File: src/rtl/uf_pkg.sv
package uf_pkg;
  localparam int MAX_LEN = 24;
  localparam int LEN_W = $clog2(MAX_LEN + 1);
  localparam logic [7:0] SYNC_BYTE = 8'h55;
  localparam logic [7:0] CRC_INIT = 8'hFF;
  localparam logic [7:0] CRC_POLY = 8'h07;

  typedef enum logic [2:0] {ST_SYNC, ST_DEV, ST_REG, ST_DATA, ST_CRC, ST_WRITE} state_e;

  function automatic logic [7:0] crc8_step(logic [7:0] c, logic [7:0] d);
    logic [7:0] r;
    r = c ^ d;
    for (int i = 0; i < 8; i++) r = r[7] ? ((r << 1) ^ CRC_POLY) : (r << 1);
    return r;
  endfunction

  function automatic logic [LEN_W-1:0] burst_len(logic [1:0] code);
    case (code)
      2'b00: return LEN_W'(1);
      2'b01: return LEN_W'(4);
      2'b10: return LEN_W'(16);
      default: return LEN_W'(MAX_LEN);
    endcase
  endfunction
endpackage

File: src/rtl/uf_addr_sel.sv
module uf_addr_sel #(
  parameter int AW = 4
) (
  input  logic          clk_i,
  input  logic          rst_ni,
  input  logic          sel_int_i,
  input  logic [AW-1:0] pins_i,
  input  logic          we_i,
  input  logic [AW-1:0] d_i,
  output logic [AW-1:0] addr_o
);
  logic [AW-1:0] reg_q;

  always_ff @(posedge clk_i or negedge rst_ni) begin
    if (!rst_ni) reg_q <= '0;
    else if (we_i) reg_q <= d_i;
  end

  assign addr_o = sel_int_i ? reg_q : pins_i;
endmodule

File: src/rtl/uf_payload_buf.sv
module uf_payload_buf #(
  parameter int DEPTH = 24,
  parameter int W = 8,
  localparam int AW = $clog2(DEPTH)
) (
  input  logic         clk_i,
  input  logic         we_i,
  input  logic [AW-1:0] waddr_i,
  input  logic [W-1:0] wdata_i,
  input  logic [AW-1:0] raddr_i,
  output logic [W-1:0] rdata_o
);
  logic [W-1:0] mem [DEPTH];

  always_ff @(posedge clk_i) begin
    if (we_i) mem[waddr_i] <= wdata_i;
  end

  assign rdata_o = mem[raddr_i];
endmodule

File: src/rtl/uf_idle_timer.sv
module uf_idle_timer #(
  parameter int W = 8
) (
  input  logic         clk_i,
  input  logic         rst_ni,
  input  logic         active_i,
  input  logic         byte_i,
  input  logic         tick_i,
  input  logic [W-1:0] limit_i,
  output logic         expired_o
);
  logic [W-1:0] cnt_q;

  always_ff @(posedge clk_i or negedge rst_ni) begin
    if (!rst_ni) cnt_q <= '0;
    else if (!active_i || byte_i) cnt_q <= '0;
    else if (tick_i && !expired_o) cnt_q <= cnt_q + W'(1);
  end

  assign expired_o = active_i && (limit_i != '0) && (cnt_q >= limit_i);
endmodule

File: src/rtl/uf_frame_slave.sv
module uf_frame_slave
  import uf_pkg::*;
#(
  parameter int IDLE_W = 8
) (
  input  logic              clk_i,
  input  logic              rst_ni,
  input  logic              rx_valid_i,
  input  logic [7:0]        rx_byte_i,
  input  logic              bit_tick_i,
  input  logic [IDLE_W-1:0] idle_limit_i,
  input  logic [3:0]        addr_pins_i,
  input  logic              int_addr_sel_i,
  input  logic              addr_reg_we_i,
  input  logic [3:0]        addr_reg_d_i,
  input  logic [7:0]        err_flags_i,
  output logic              wr_en_o,
  output logic [7:0]        wr_addr_o,
  output logic [7:0]        wr_data_o,
  output logic              rd_req_o,
  output logic [7:0]        rd_addr_o,
  output logic [LEN_W-1:0]  rd_len_o,
  output logic              tx_valid_o,
  output logic [7:0]        tx_byte_o,
  output logic              crc_err_o
);
  localparam int BUF_AW = $clog2(MAX_LEN);

  state_e            state_q;
  logic [7:0]        crc_q, reg_q, tx_byte_q;
  logic              rd_q, bc_q, rd_req_q, tx_valid_q, crc_err_q;
  logic [1:0]        burst_q;
  logic [3:0]        dst_q, my_addr;
  logic [LEN_W-1:0]  idx_q, len_w;
  logic              hit_w, last_w, parsing_w, timeout_w, buf_we;
  logic [7:0]        crc_next, buf_rdata;

  uf_addr_sel #(.AW(4)) u_addr (
    .clk_i(clk_i), .rst_ni(rst_ni), .sel_int_i(int_addr_sel_i), .pins_i(addr_pins_i),
    .we_i(addr_reg_we_i), .d_i(addr_reg_d_i), .addr_o(my_addr)
  );

  assign parsing_w = (state_q != ST_SYNC) && (state_q != ST_WRITE);

  uf_idle_timer #(.W(IDLE_W)) u_idle (
    .clk_i(clk_i), .rst_ni(rst_ni), .active_i(parsing_w), .byte_i(rx_valid_i),
    .tick_i(bit_tick_i), .limit_i(idle_limit_i), .expired_o(timeout_w)
  );

  assign buf_we = (state_q == ST_DATA) && rx_valid_i;

  uf_payload_buf #(.DEPTH(MAX_LEN), .W(8)) u_buf (
    .clk_i(clk_i), .we_i(buf_we), .waddr_i(BUF_AW'(idx_q)), .wdata_i(rx_byte_i),
    .raddr_i(BUF_AW'(idx_q)), .rdata_o(buf_rdata)
  );

  assign len_w    = burst_len(burst_q);
  assign last_w   = (idx_q == len_w - LEN_W'(1));
  assign hit_w    = bc_q || (dst_q == my_addr);
  assign crc_next = crc8_step(crc_q, rx_byte_i);

  always_ff @(posedge clk_i or negedge rst_ni) begin
    if (!rst_ni) begin
      state_q    <= ST_SYNC;
      crc_q      <= CRC_INIT;
      reg_q      <= '0;
      rd_q       <= 1'b0;
      bc_q       <= 1'b0;
      burst_q    <= '0;
      dst_q      <= '0;
      idx_q      <= '0;
      rd_req_q   <= 1'b0;
      tx_valid_q <= 1'b0;
      tx_byte_q  <= '0;
      crc_err_q  <= 1'b0;
    end else begin
      rd_req_q   <= 1'b0;
      tx_valid_q <= 1'b0;
      crc_err_q  <= 1'b0;
      if (timeout_w) begin
        state_q <= ST_SYNC;
        idx_q   <= '0;
      end else begin
        unique case (state_q)
          ST_SYNC: if (rx_valid_i && rx_byte_i == SYNC_BYTE) begin
            state_q <= ST_DEV;
            crc_q   <= CRC_INIT;
          end
          ST_DEV: if (rx_valid_i) begin
            {rd_q, bc_q, burst_q, dst_q} <= rx_byte_i;
            crc_q   <= crc_next;
            state_q <= ST_REG;
          end
          ST_REG: if (rx_valid_i) begin
            reg_q   <= rx_byte_i;
            crc_q   <= crc_next;
            idx_q   <= '0;
            state_q <= rd_q ? ST_CRC : ST_DATA;
          end
          ST_DATA: if (rx_valid_i) begin
            crc_q <= crc_next;
            if (last_w) state_q <= ST_CRC;
            else idx_q <= idx_q + LEN_W'(1);
          end
          ST_CRC: if (rx_valid_i) begin
            idx_q   <= '0;
            state_q <= ST_SYNC;
            if (rx_byte_i != crc_q) crc_err_q <= 1'b1;
            else if (hit_w && !rd_q) state_q <= ST_WRITE;
            else if (hit_w && !bc_q) begin
              rd_req_q   <= 1'b1;
              tx_valid_q <= 1'b1;
              tx_byte_q  <= err_flags_i;
            end
          end
          ST_WRITE: begin
            if (last_w) begin
              state_q <= ST_SYNC;
              idx_q   <= '0;
              if (!bc_q) begin
                tx_valid_q <= 1'b1;
                tx_byte_q  <= err_flags_i;
              end
            end else idx_q <= idx_q + LEN_W'(1);
          end
          default: state_q <= ST_SYNC;
        endcase
      end
    end
  end

  assign wr_en_o    = (state_q == ST_WRITE);
  assign wr_addr_o  = reg_q + 8'(idx_q);
  assign wr_data_o  = buf_rdata;
  assign rd_req_o   = rd_req_q;
  assign rd_addr_o  = reg_q;
  assign rd_len_o   = len_w;
  assign tx_valid_o = tx_valid_q;
  assign tx_byte_o  = tx_byte_q;
  assign crc_err_o  = crc_err_q;
endmodule

File: config.mk
export PLATFORM = sky130hd
export DESIGN_NAME = uf_frame_slave
export DESIGN_NICKNAME = d
export VERILOG_FILES = /design/src/rtl/uf_pkg.sv /design/src/rtl/uf_addr_sel.sv /design/src/rtl/uf_payload_buf.sv /design/src/rtl/uf_idle_timer.sv /design/src/rtl/uf_frame_slave.sv
export SDC_FILE = /design/constraint.sdc
export NUM_CORES = 1
export LEC_CHECK = 0
export BUFFER_PORTS_ARGS = -buffer_cell sky130_fd_sc_hd__buf_2
export CAP_MARGIN = 20
export CORE_MARGIN = 2
export CORE_UTILIZATION = 31
export CTS_CLUSTER_SIZE = 30
export DETAILED_ROUTE_END_ITERATION = 8
export GPL_ROUTABILITY_DRIVEN = 1
export PLACE_DENSITY_LB_ADDON = 0.15
export SETUP_SLACK_MARGIN = 0.4
export SLEW_MARGIN = 40
export SYNTH_ARGS = -nofsm -noshare
export SYNTH_HDL_FRONTEND = slang
export SYNTH_SLANG_ARGS = --single-unit
File: constraint.sdc
create_clock -name clk_i -period 5.1 [get_ports clk_i]
set_input_delay 0.51 -clock clk_i [delete_from_list [all_inputs] [get_ports clk_i]]
set_output_delay 0.51 -clock clk_i [all_outputs]
set_load 0.05 [all_outputs]
==> metrics.md <==
| Metric | Value |
|---|---|
| Status | finished, final reports clean |
| Drt wl/cell | 21.03 µm |
| Total CTS buffers | 27 |
| Layout cells sized above 1 | 31.57% |
| Setup_tns | 0 ps |
| MaxCap Viol Count | 0 |
| Die area | 36800 µm² |
| P&R area growth vs syn | 16.85% |
| Clock period minus worst slack | 3648 ps |
| Grt ovf | 0 |
| Placed cell count | 1197 |
| Period utilisation layout | 71.53% |
| Met3 wire length | 1.050 mm |
| CTS tree | done |
| Vias per inst | 5.002 |
| Clock Path Buffers | 3 |
| R2R Path Start | idx_q[2]$_DFFE_PN0P_ |
| Syn Area/Cell | 15.87 µm² |
| Largest family of logic cells by synthesized area | multiplexers |
| Post-synth top cells | edfxtp_1, nor2_1, mux4_2 |
| Post-CTS setup buffer count | 0 |
| Final setup fails | 0 |
| Max VDD drop | 0.3016 mV |
| EDFF count, synth | 192 |
| Yosys top cell area share | 52.72% |
| Width of the die | 191.8 µm |
| Async SR Flop Fraction | 22.27% |
| Clk slew on worst S/H paths | 60 ps |
| M1 wire length | 12.06 mm |
| Synth Area in Adders | 2.586% |
| Count of final max-slew check failures | 0 |
| Max Freq | 274.1 MHz |
| Top layer reached by signal wires | met4 |
| Mapped Area | 10940 µm² |
| Synth Instances | 689 |
| RSZ-0062 raised after global routing | false |
| Starting Density | 31.58% |
| CTS H-tree depth | 1 |
| Reg2reg setup slack | 2150 ps |
| I/O pin count | 79 |
| Initial antenna violation count | 0 |
| Residual DRC | 0 |
| Critical Path End Type | output pin |
| Clk_lat worst skew | 550 ps |
| Post-synthesis mux area share | 14.32% |
| GR Util All Layers | 14.61% |
| Seq cells post-synth | 247 |
| Core Box Area | 34630 µm² |
| Worst hold stages | 2 |
| Root buffer selected by CTS | clkbuf_16 |
| Main area contributors after synthesis | edfxtp_1, dfrtp_1, mux4_2 |
| DRT iter0 DRCs | 383 |
| Non-Filler Instances | 1250 |
| Cell taking the most area after synthesis | edfxtp_1 |
| Critical-path maximum fanout | 24 |
| Placer Congestion | 0.7589 |
| Count leader, synth | edfxtp_1 |
| Vias | 6253 |
| WL final | 26.29 mm |
| Hold path startpoint | err_flags_i[7] |
| HPWL Detailed | 17.13 mm |
| Worst setup path class | reg2out |
| Rows | 68 |
| Synth Area in XOR/XNOR | 3.043% |
| Routed wl met2 | 12.65 mm |
| Worst Path Arrival | 3140 ps |
| Worst clock skew | 16.25 ps |
| Pin count of the biggest net entering global routing | 56 |
| Slew margin rel. | 41.48% |
| I/O Buffers | 77 |
| Synth Area in Compound Gates | 5.411% |
| Warnings, synthesis | 0 |
| CP required | 4590 ps |
| Synth Area in Simple Gates | 7.139% |
| Cell variety after synth | 63 |
| Worst hold path class | in2reg |
| Sequential-to-total area share from yosys stat | 65.39% |
| Die height | 191.8 µm |
| Critical R2R Capture | tx_byte_o[5]$_DFFE_PN0P_ |
| First drt pass iteration count | 5 |
| Antenna diode count | 0 |
| Final Hold Vio Count | 0 |
| Vias in the first global route | 6587 |
| Antenna Violating Nets Remaining | 0 |
| Worst Max-Slew Pin Slew | 874.5 ps |
| Worst Hold Path EP | tx_byte_o[7]$_DFFE_PN0P_ |
| Main synth FF type | edfxtp_1 |
| Worst-case reg-to-reg path depth | 7 |
| CTS Sinks | 247 |
| Nets@finish | 834 |
| First-pass GRT wire length | 40.06 mm |
| Static Leak | 0.004502 µW |
| Post-Synthesis Net Count | 749 |
| PD cells | 527.2 nW/µm² |
| Critical Path Start Type | flip-flop |
==> layer usage <==
metal  up-vias  GRT usage, %
met1      3236         19.94
met5         -             0
met2       143         24.81
li1       2842             -
met4         0         3.284
met3        32         1.955
==> power breakdown <==
group | switching [µW] | internal, µW
clock | 781 | 1080
combinational | 1400 | 874
sequential | 246 | 2360
total | 2430 | 4310
==> cell families after synthesis <==
| logic type | after synthesis |
|---|---|
| compound gates | 79 |
| xor+xnor | 38 |
| fa+ha+maj | 22 |
| buf+inv | 54 |
| flops | 247 |
| mux | 89 |
| other cells | 1 |
| simple gates | 159 |
==> flip-flops by register name, indices dropped and copies added, names as in the netlist <==
register / flops
crc_q: 8
state_q: 3
idx_q: 5
u_buf.mem: 192
dst_q: 4
burst_q: 2
rd_req_o: 1
u_addr.reg_q: 4
rd_q: 1
tx_byte_o: 8
u_idle.cnt_q: 8
crc_err_o: 1
bc_q: 1
tx_valid_o: 1
rd_addr_o: 8
==> critical path, cell delays in order, from the launching register on <==
cell     delay, ps
dfrtp_4        580
buf_12         260
buf_4          410
mux4_2         550
mux2_2         270
nand2_1         70
nand4_1        160
buf_2          260
==> final cells by class <==
class	instances	area (µm²)
inverters	21	78.83
clock inverters	17	148.9
fillers	3258	21850
repair buffers	89	503.0
flip-flops and latches	247	7159
well taps	455	569.3
clock buffers	33	698.2
multi-input cells	388	3622
==> what timing repair did <==
| action | in CTS | in global routing |
|---|---|---|
| endpoints found under the hold margin | 0 | 18 |
| hold buffers | 0 | 1 |
| gates resized for setup | 0 | 0 |
| endpoints found under the setup margin | 0 | 0 |
==> through the flow <==
stage / cell area [µm²] / setup WS, ps / power, µW / util (%) / hold WS, ps
finish: 12780 / 1452 / 6737 / 36.91 / 191.0
global route: 12780 / 1216 / 7071 / 36.91 / 187.5
CTS: 12700 / 1154 / 6801 / 36.68 / 118.0
detailed placement: 11860 / 1738 / 4926 / 34.24 / 476.2
global placement: 11820 / 1741 / 4904 / 34.12 / 466.1
floorplan: 10940 / 1905 / 4376 / - / 214.4
==> placed cells by master (no fill, tap or decap), types with 4 or more instances in the layout <==
cell and n:
a21o_1 8, a21oi_1 17, a22oi_1 8, a311oi_1 4
buf_2 77, buf_4 9, clkbuf_1 6, clkbuf_16 27
clkinv_1 6, clkinv_2 6, dfrtp_1 45, dfstp_2 8
edfxtp_1 192, ha_1 21, inv_1 21, mux2_2 26
mux2_4 8, mux2i_1 5, mux4_2 48, nand2_1 36
nand2b_1 7, nand3_1 14, nand3b_1 4, nand4_1 9
nor2_1 32, nor2_2 19, nor2b_1 4, nor3_1 11
o211ai_1 5, o21ai_0 11, o22a_1 4, or3_1 4
xnor2_1 20, xor2_1 18
==> how the worst max path moves through the flow <==
stage / from / to / slack (ps) / cells past startpoint
finish: idx_q[0]$_DFFE_PN0P_ / wr_data_o[4] / 1450 / 7
global route: idx_q[0]$_DFFE_PN0P_ / wr_data_o[4] / 1220 / 7
CTS: idx_q[0]$_DFFE_PN0P_ / wr_data_o[4] / 1150 / 6
detailed placement: idx_q[0]$_DFFE_PN0P_ / wr_data_o[4] / 1740 / 6
global placement: idx_q[0]$_DFFE_PN0P_ / wr_data_o[4] / 1740 / 6
floorplan: rd_addr_o[0]$_DFFE_PN0P_ / wr_addr_o[6] / 1910 / 9
Power figures use the tool's default switching activity.
